[src/rtl/rdc_pkg.sv]
package rdc_pkg;

    localparam int SEL_W = 4;
    localparam logic [SEL_W-1:0] SEL_CMP = 4'd8;

    typedef enum logic [2:0] {
        FAM_MTIME,
        FAM_UTIME,
        FAM_COUNT,
        FAM_CMP,
        FAM_BAD
    } fam_e;

    typedef enum logic {
        ALM_ARMED,
        ALM_FIRED
    } alm_state_e;

    function automatic fam_e sel_family(input logic [SEL_W-1:0] s);
        fam_e f;
        if (s == SEL_CMP)      f = FAM_CMP;
        else if (s[3])         f = FAM_BAD;
        else if (s[2:1] == 2'd0) f = FAM_MTIME;
        else if (s[2:1] == 2'd1) f = FAM_UTIME;
        else                   f = FAM_COUNT;
        return f;
    endfunction

endpackage

[src/rtl/rdc_alarm.sv]
module rdc_alarm
    import rdc_pkg::*;
#(
    parameter int W = 64
) (
    input  logic         clk,
    input  logic         rst_n,
    input  logic [W-1:0] rtc_i,
    input  logic         cmp_wr_i,
    input  logic [W-1:0] wdata_i,
    output logic [W-1:0] cmp_o,
    output logic         pend_o
);
    alm_state_e   state_q, state_d;
    logic [W-1:0] cmp_q;
    logic         reached;

    assign reached = (rtc_i >= cmp_q);
    assign cmp_o   = cmp_q;

    always_ff @(posedge clk) begin
        if (!rst_n) begin
            state_q <= ALM_ARMED;
            cmp_q   <= '1;
        end else begin
            state_q <= state_d;
            if (cmp_wr_i) cmp_q <= wdata_i;
        end
    end

    always_comb begin
        state_d = state_q;
        unique case (state_q)
            ALM_ARMED: if (!cmp_wr_i && reached) state_d = ALM_FIRED;
            ALM_FIRED: if (cmp_wr_i)             state_d = ALM_ARMED;
            default:                             state_d = ALM_ARMED;
        endcase
    end

    always_comb begin
        pend_o = (state_q == ALM_FIRED);
    end


    rearm_clears_chk: assert property (@(posedge clk) disable iff (!rst_n)
        cmp_wr_i |=> !pend_o);

    expire_sets_chk: assert property (@(posedge clk) disable iff (!rst_n)
        (!cmp_wr_i && (rtc_i >= cmp_o)) |=> pend_o);

    sticky_hold_chk: assert property (@(posedge clk) disable iff (!rst_n)
        (pend_o && !cmp_wr_i) |=> pend_o);
endmodule

[src/rtl/rdc_offset.sv]
module rdc_offset #(
    parameter int W = 64
) (
    input  logic         clk,
    input  logic         rst_n,
    input  logic [W-1:0] base_i,
    input  logic         wr_full_i,
    input  logic         wr_lo_i,
    input  logic         wr_hi_i,
    input  logic [W-1:0] wdata_i,
    output logic [W-1:0] view_o
);
    localparam int HALF = W / 2;

    logic [W-1:0]    delta_q;
    logic [W-1:0]    diff;
    logic [HALF-1:0] hi_diff;

    assign diff    = wdata_i - base_i;
    assign hi_diff = wdata_i[HALF-1:0] - base_i[W-1:HALF]
                   - {{(HALF-1){1'b0}}, |base_i[HALF-1:0]};
    assign view_o  = base_i + delta_q;

    always_ff @(posedge clk) begin
        if (!rst_n)         delta_q <= '0;
        else if (wr_full_i) delta_q <= diff;
        else if (wr_lo_i)   delta_q[HALF-1:0] <= diff[HALF-1:0];
        else if (wr_hi_i)   delta_q[W-1:HALF] <= hi_diff;
    end


    one_write_kind_chk: assert property (@(posedge clk) disable iff (!rst_n)
        $onehot0({wr_full_i, wr_lo_i, wr_hi_i}));

    lo_keeps_upper_chk: assert property (@(posedge clk) disable iff (!rst_n)
        wr_lo_i |=> delta_q[W-1:HALF] == $past(delta_q[W-1:HALF]));

    hi_keeps_lower_chk: assert property (@(posedge clk) disable iff (!rst_n)
        wr_hi_i |=> delta_q[HALF-1:0] == $past(delta_q[HALF-1:0]));

    idle_holds_chk: assert property (@(posedge clk) disable iff (!rst_n)
        !(wr_full_i || wr_lo_i || wr_hi_i) |=> $stable(delta_q));
endmodule

[src/rtl/rdc_retire_cnt.sv]
module rdc_retire_cnt #(
    parameter int W = 64
) (
    input  logic         clk,
    input  logic         rst_n,
    input  logic         inc_i,
    output logic [W-1:0] cnt_o
);
    logic [W-1:0] cnt_q;

    always_ff @(posedge clk) begin
        if (!rst_n)     cnt_q <= '0;
        else if (inc_i) cnt_q <= cnt_q + 1'b1;
    end

    assign cnt_o = cnt_q;


    step_chk: assert property (@(posedge clk) disable iff (!rst_n)
        inc_i |=> cnt_o == $past(cnt_o) + 1'b1);

    hold_chk: assert property (@(posedge clk) disable iff (!rst_n)
        !inc_i |=> $stable(cnt_o));
endmodule

[src/rtl/rtc_delta_csr.sv]
module rtc_delta_csr
    import rdc_pkg::*;
#(
    parameter int W = 64
) (
    input  logic             clk,
    input  logic             rst_n,
    input  logic [W-1:0]     rtc_i,
    input  logic             retire_i,
    input  logic             acc_valid_i,
    input  logic             acc_write_i,
    input  logic [SEL_W-1:0] acc_sel_i,
    input  logic             acc_narrow_i,
    input  logic [W-1:0]     acc_wdata_i,
    output logic [W-1:0]     rd_data_o,
    output logic             acc_err_o,
    output logic             timer_pend_o
);
    localparam int HALF = W / 2;

    fam_e         fam;
    logic         is_hi, legal, acc_rd, acc_wr;
    logic         ut_full, ut_lo, ut_hi, ct_full, ct_lo, ct_hi, cmp_wr;
    logic [W-1:0] cnt, cmp_val, ut_view, ct_view, src, rd_val;
    logic [W-1:0] rd_q;
    logic         err_q;

    assign fam    = sel_family(acc_sel_i);
    assign is_hi  = acc_sel_i[0] && (fam != FAM_CMP) && (fam != FAM_BAD);
    assign legal  = (fam != FAM_BAD) && !(is_hi && !acc_narrow_i);
    assign acc_rd = acc_valid_i && legal && !acc_write_i;
    assign acc_wr = acc_valid_i && legal && acc_write_i;

    assign ut_full = acc_wr && (fam == FAM_UTIME) && !acc_narrow_i;
    assign ut_lo   = acc_wr && (fam == FAM_UTIME) && acc_narrow_i && !is_hi;
    assign ut_hi   = acc_wr && (fam == FAM_UTIME) && acc_narrow_i && is_hi;
    assign ct_full = acc_wr && (fam == FAM_COUNT) && !acc_narrow_i;
    assign ct_lo   = acc_wr && (fam == FAM_COUNT) && acc_narrow_i && !is_hi;
    assign ct_hi   = acc_wr && (fam == FAM_COUNT) && acc_narrow_i && is_hi;
    assign cmp_wr  = acc_wr && (fam == FAM_CMP);

    rdc_alarm #(.W(W)) alarm_i (
        .clk(clk), .rst_n(rst_n), .rtc_i(rtc_i), .cmp_wr_i(cmp_wr),
        .wdata_i(acc_wdata_i), .cmp_o(cmp_val), .pend_o(timer_pend_o)
    );

    rdc_retire_cnt #(.W(W)) retire_i_cnt (
        .clk(clk), .rst_n(rst_n), .inc_i(retire_i), .cnt_o(cnt)
    );

    rdc_offset #(.W(W)) utime_i (
        .clk(clk), .rst_n(rst_n), .base_i(rtc_i), .wr_full_i(ut_full),
        .wr_lo_i(ut_lo), .wr_hi_i(ut_hi), .wdata_i(acc_wdata_i), .view_o(ut_view)
    );

    rdc_offset #(.W(W)) count_i (
        .clk(clk), .rst_n(rst_n), .base_i(cnt), .wr_full_i(ct_full),
        .wr_lo_i(ct_lo), .wr_hi_i(ct_hi), .wdata_i(acc_wdata_i), .view_o(ct_view)
    );

    always_comb begin
        unique case (fam)
            FAM_MTIME: src = rtc_i;
            FAM_UTIME: src = ut_view;
            FAM_COUNT: src = ct_view;
            default:   src = cmp_val;
        endcase
        if (fam == FAM_CMP || !acc_narrow_i) rd_val = src;
        else if (is_hi) rd_val = {{HALF{1'b0}}, src[W-1:HALF]};
        else            rd_val = {{HALF{1'b0}}, src[HALF-1:0]};
    end

    always_ff @(posedge clk) begin
        if (!rst_n) begin
            rd_q  <= '0;
            err_q <= 1'b0;
        end else begin
            rd_q  <= acc_rd ? rd_val : '0;
            err_q <= acc_valid_i && !legal;
        end
    end

    assign rd_data_o = rd_q;
    assign acc_err_o = err_q;


    err_zero_data_chk: assert property (@(posedge clk) disable iff (!rst_n)
        acc_err_o |-> rd_data_o == '0);

    idle_quiet_chk: assert property (@(posedge clk) disable iff (!rst_n)
        !acc_valid_i |=> (rd_data_o == '0) && !acc_err_o);

    bad_sel_err_chk: assert property (@(posedge clk) disable iff (!rst_n)
        (acc_valid_i && acc_sel_i > SEL_CMP) |=> acc_err_o);
endmodule

[config.mk]
export PLATFORM = sky130hd
export DESIGN_NAME = rtc_delta_csr
export DESIGN_NICKNAME = d
export VERILOG_FILES = /design/src/rtl/rdc_pkg.sv /design/src/rtl/rdc_alarm.sv /design/src/rtl/rdc_offset.sv /design/src/rtl/rdc_retire_cnt.sv /design/src/rtl/rtc_delta_csr.sv
export SDC_FILE = /design/constraint.sdc
export NUM_CORES = 2
export LEC_CHECK = 0
export ABC_AREA = 1
export BUFFER_PORTS_ARGS = -buffer_cell sky130_fd_sc_hd__buf_2
export CORE_UTILIZATION = 40
export CTS_BUF_LIST = sky130_fd_sc_hd__clkbuf_2
export DETAILED_ROUTE_END_ITERATION = 16
export GPL_TIMING_DRIVEN = 1
export SLEW_MARGIN = 10
export SYNTH_ARGS = -nofsm -noshare
export SYNTH_HDL_FRONTEND = slang
export SYNTH_SLANG_ARGS = --single-unit
export TNS_END_PERCENT = 100
[constraint.sdc]
create_clock -name clk -period 3.8 [get_ports clk]
set_clock_uncertainty 0.05 [all_clocks]
set_input_delay 0.76 -clock clk [delete_from_list [all_inputs] [get_ports clk]]
set_output_delay 0.76 -clock clk [all_outputs]
set_load 0.005 [all_outputs]
==> metrics <==
status finished, violations left; failing checks setup timing; Synth cell types 51; Overall Power 10,600 uW; Ys Warns 0; DP HPWL 201 mm; detailed-route wire length per cell 24.5 um; GPL Wtd Cong 1.07; total track usage 43.0%; CTS Buf Count 99; Setup Crit Path Kind reg2reg; proportion of layout cells with a drive suffix above 1 a little over a tenth; total core area 104,000 um2; RSZ-0062 raised after global routing yes; Min-Delay Path Class in2reg; initial antenna violation count 8; max_slew headroom 39.9%; first-pass GRT wire length approximately 330 mm; Min Hold Slack 0.0631 ns; Max Cap Violations 0; grt total ovfl 0; post-route cell area 49,700 um2; CTS Sinks 322; Initial Util about two fifths; total wire length 237 mm; placed cell area 47,300 um2; Area Growth Syn to Fin 18.6%; Worst-Skew Late Latency about 1.5 ns; startpoint type of the worst setup path flop; Post-Syn Nets 8,143; Synth Instances ~7,600; Initial DRC Count 6,645; drc violations 0; CTS tree done; most common cell after layout, fill and taps aside nand2_1; share of the yosys chip area belonging to registers 15.4%; Die Wd 326 um; peak supply drop 0.227 mV; Final WS setup -0.0977 ns; Leak 0.0266 uW; Most used DFF post-synth dfxtp_1; clk slew on worst S/H paths around 0.11 ns; routed via count roughly 54,000; Routed Antenna Nets 0; CP endpoint kind flop; final period utilization 103%; final slew viol count 0; most frequent cells in the layout 2,023 x nand2_1, 1,472 x inv_1, 809 x nor2_1, 682 x a21oi_1, 501 x o21ai_0; clock root cell clkbuf_2; Worst Path Required 5.03 ns; Nets 8,825; Worst EP arrival about 5.1 ns; Syn Area/Cell 5.54 um2; vias in the first global route approximately 47,000; Fin. Hold Viols 0; drt via density 5.51; Rows 118; Final setup viols 10; Pre-antenna DRT Iters 9; post-route minimum period 3.90 ns; largest net degree at the start of global routing 131; P per Cell Area 212 nW/um2; Clock Tree Buf Depth 3; PortBufs 203; ys async rst share 0%; die area 106,000 um2; Least-Margin Pin Slew 0.893 ns; DIE HEIGHT 326 um; Synth Register Bits 322; IO Pins 204; htree depth 3; Max Clk Rate 257 MHz; Mapped Area ~42,000 um2; CP max FO 4; number of flops mapped to enable cells by yosys 0
stage by stage:
stage,TNS [ns],std cells,utilization (%),setup slack [ns]
final,-0.557,9707,48.0,-0.0977
after global routing,-1.64,9701,47.9,-0.192
after CTS,0,9692,47.7,0.00327
after detailed placement,-22.32,9401,45.6,-0.972
after global placement,-20.81,9401,45.6,-0.909
after floorplan,-0.463,7559,-,-0.138
path summary, 6_finish.rpt:
path	start	end	slack, ns	cells after the start
max	retire_i_cnt.cnt_o[3]	count_i.delta_q[62]	-0.1	19
min	rtc_i[32]	utime_i.delta_q[32]	0.06	8
max reg2reg	retire_i_cnt.cnt_o[3]	count_i.delta_q[62]	-0.1	19
min reg2reg	count_i.delta_q[52]	count_i.delta_q[52]	0.44	2
critical path: stages, from the launching register on:
cell and delay (ns):
dfxtp_2 0.35, nor4_4 0.28, nand4_1 0.25, or4_4 0.50, fa_1 0.47, inv_1 0.08
ha_2 0.20, nor2_4 0.05, fa_2 0.39, nand2_2 0.11, a21oi_4 0.08, o21ai_4 0.22
nand3_2 0.12, nand2_4 0.11, nand3_4 0.07, nand3_2 0.10, nand2_1 0.05, o21ai_1 0.13
inv_1 0.08, a21oi_2 0.13
registers in the layout, summed over array words and instances (netlist names):
signal / count
count_i.delta_q: 64
utime_i.delta_q: 64
retire_i_cnt.cnt_o: 64
rd_data_o: 64
acc_err_o: 1
alarm_i.cmp_o: 64
alarm_i.pend_o: 1
kinds of logic after synthesis:
group                      after synthesis  synth area share, %
adders and majority gates              446                 13.5
buffers and inverters                 1606                 14.6
xor gates and xnor gates               103                 2.15
and+or+nand+nor                       3668                 36.4
DFF                                    322                 15.4
AOI/OAI and AO/OA                     1414                 18.0
Yosys cell counts, types with 17 or more instances:
cell type | count | area share (%)
nand3b_1 | 48 | 0.86
nand2_1 | 2035 | 18
nand4_1 | 81 | 1.2
xor2_1 | 69 | 1.4
ha_1 | 438 | 13
or2_2 | 33 | 0.49
nand3_1 | 459 | 5.5
nor3_1 | 135 | 1.6
o21bai_1 | 34 | 0.61
o21ai_0 | 515 | 6.2
a21o_1 | 27 | 0.48
buf_2 | 31 | 0.37
xnor2_1 | 34 | 0.71
a31oi_1 | 23 | 0.34
clkbuf_1 | 63 | 0.56
a21oi_1 | 695 | 8.3
dfxtp_1 | 322 | 15
o21a_1 | 27 | 0.48
o21ai_1 | 19 | 0.23
inv_1 | 1475 | 13
nor4_1 | 34 | 0.51
o211ai_1 | 31 | 0.56
nor2_1 | 812 | 7.3
a211oi_1 | 17 | 0.30
repair_timing:
| action | in CTS | in global routing |
|---|---|---|
| setup buffers | 0 | 9 |
| endpoints found under the setup margin | 20 | 34 |
| hold buffers | 116 | 0 |
| gates resized for setup | 24 | 57 |
| pin swaps | 2 | 33 |
| endpoints found under the hold margin | 214 | 0 |
layer usage:
| layer | vias to the layer above | GRT usage [%] | wire length [um] | part of all wire, % |
|---|---|---|---|---|
| met3 | 471 | 11.5 | 27600 | 12 |
| met5 | - | 1.15 | 229 | 0.096 |
| met1 | 24400 | 59.7 | 104000 | 44 |
| met4 | 10 | 19.6 | 12700 | 5.3 |
| li1 | 25600 | - | - | - |
| met2 | 2990 | 61.2 | 93100 | 39 |
power breakdown:
group	leakage (uW)	internal (uW)	switching [uW]
combinational	0.0233	1370	2710
clock	0.000677	1060	1990
sequential	0.00260	3410	25.9
area by class of cell:
cell class                      count  area (um2)
Clock inverter                     35         201
Inverter                         1489        5590
Sequential cell                   322        6450
Tap cell                         1380        1730
Clock buffer                      140         701
Fill cell                       11600       53900
Timing Repair Buffer              698        5360
Antenna cell                       12        30.0
Multi-Input combinational cell   5631       29700
Note: power is estimated with default switching activity, not from simulation.
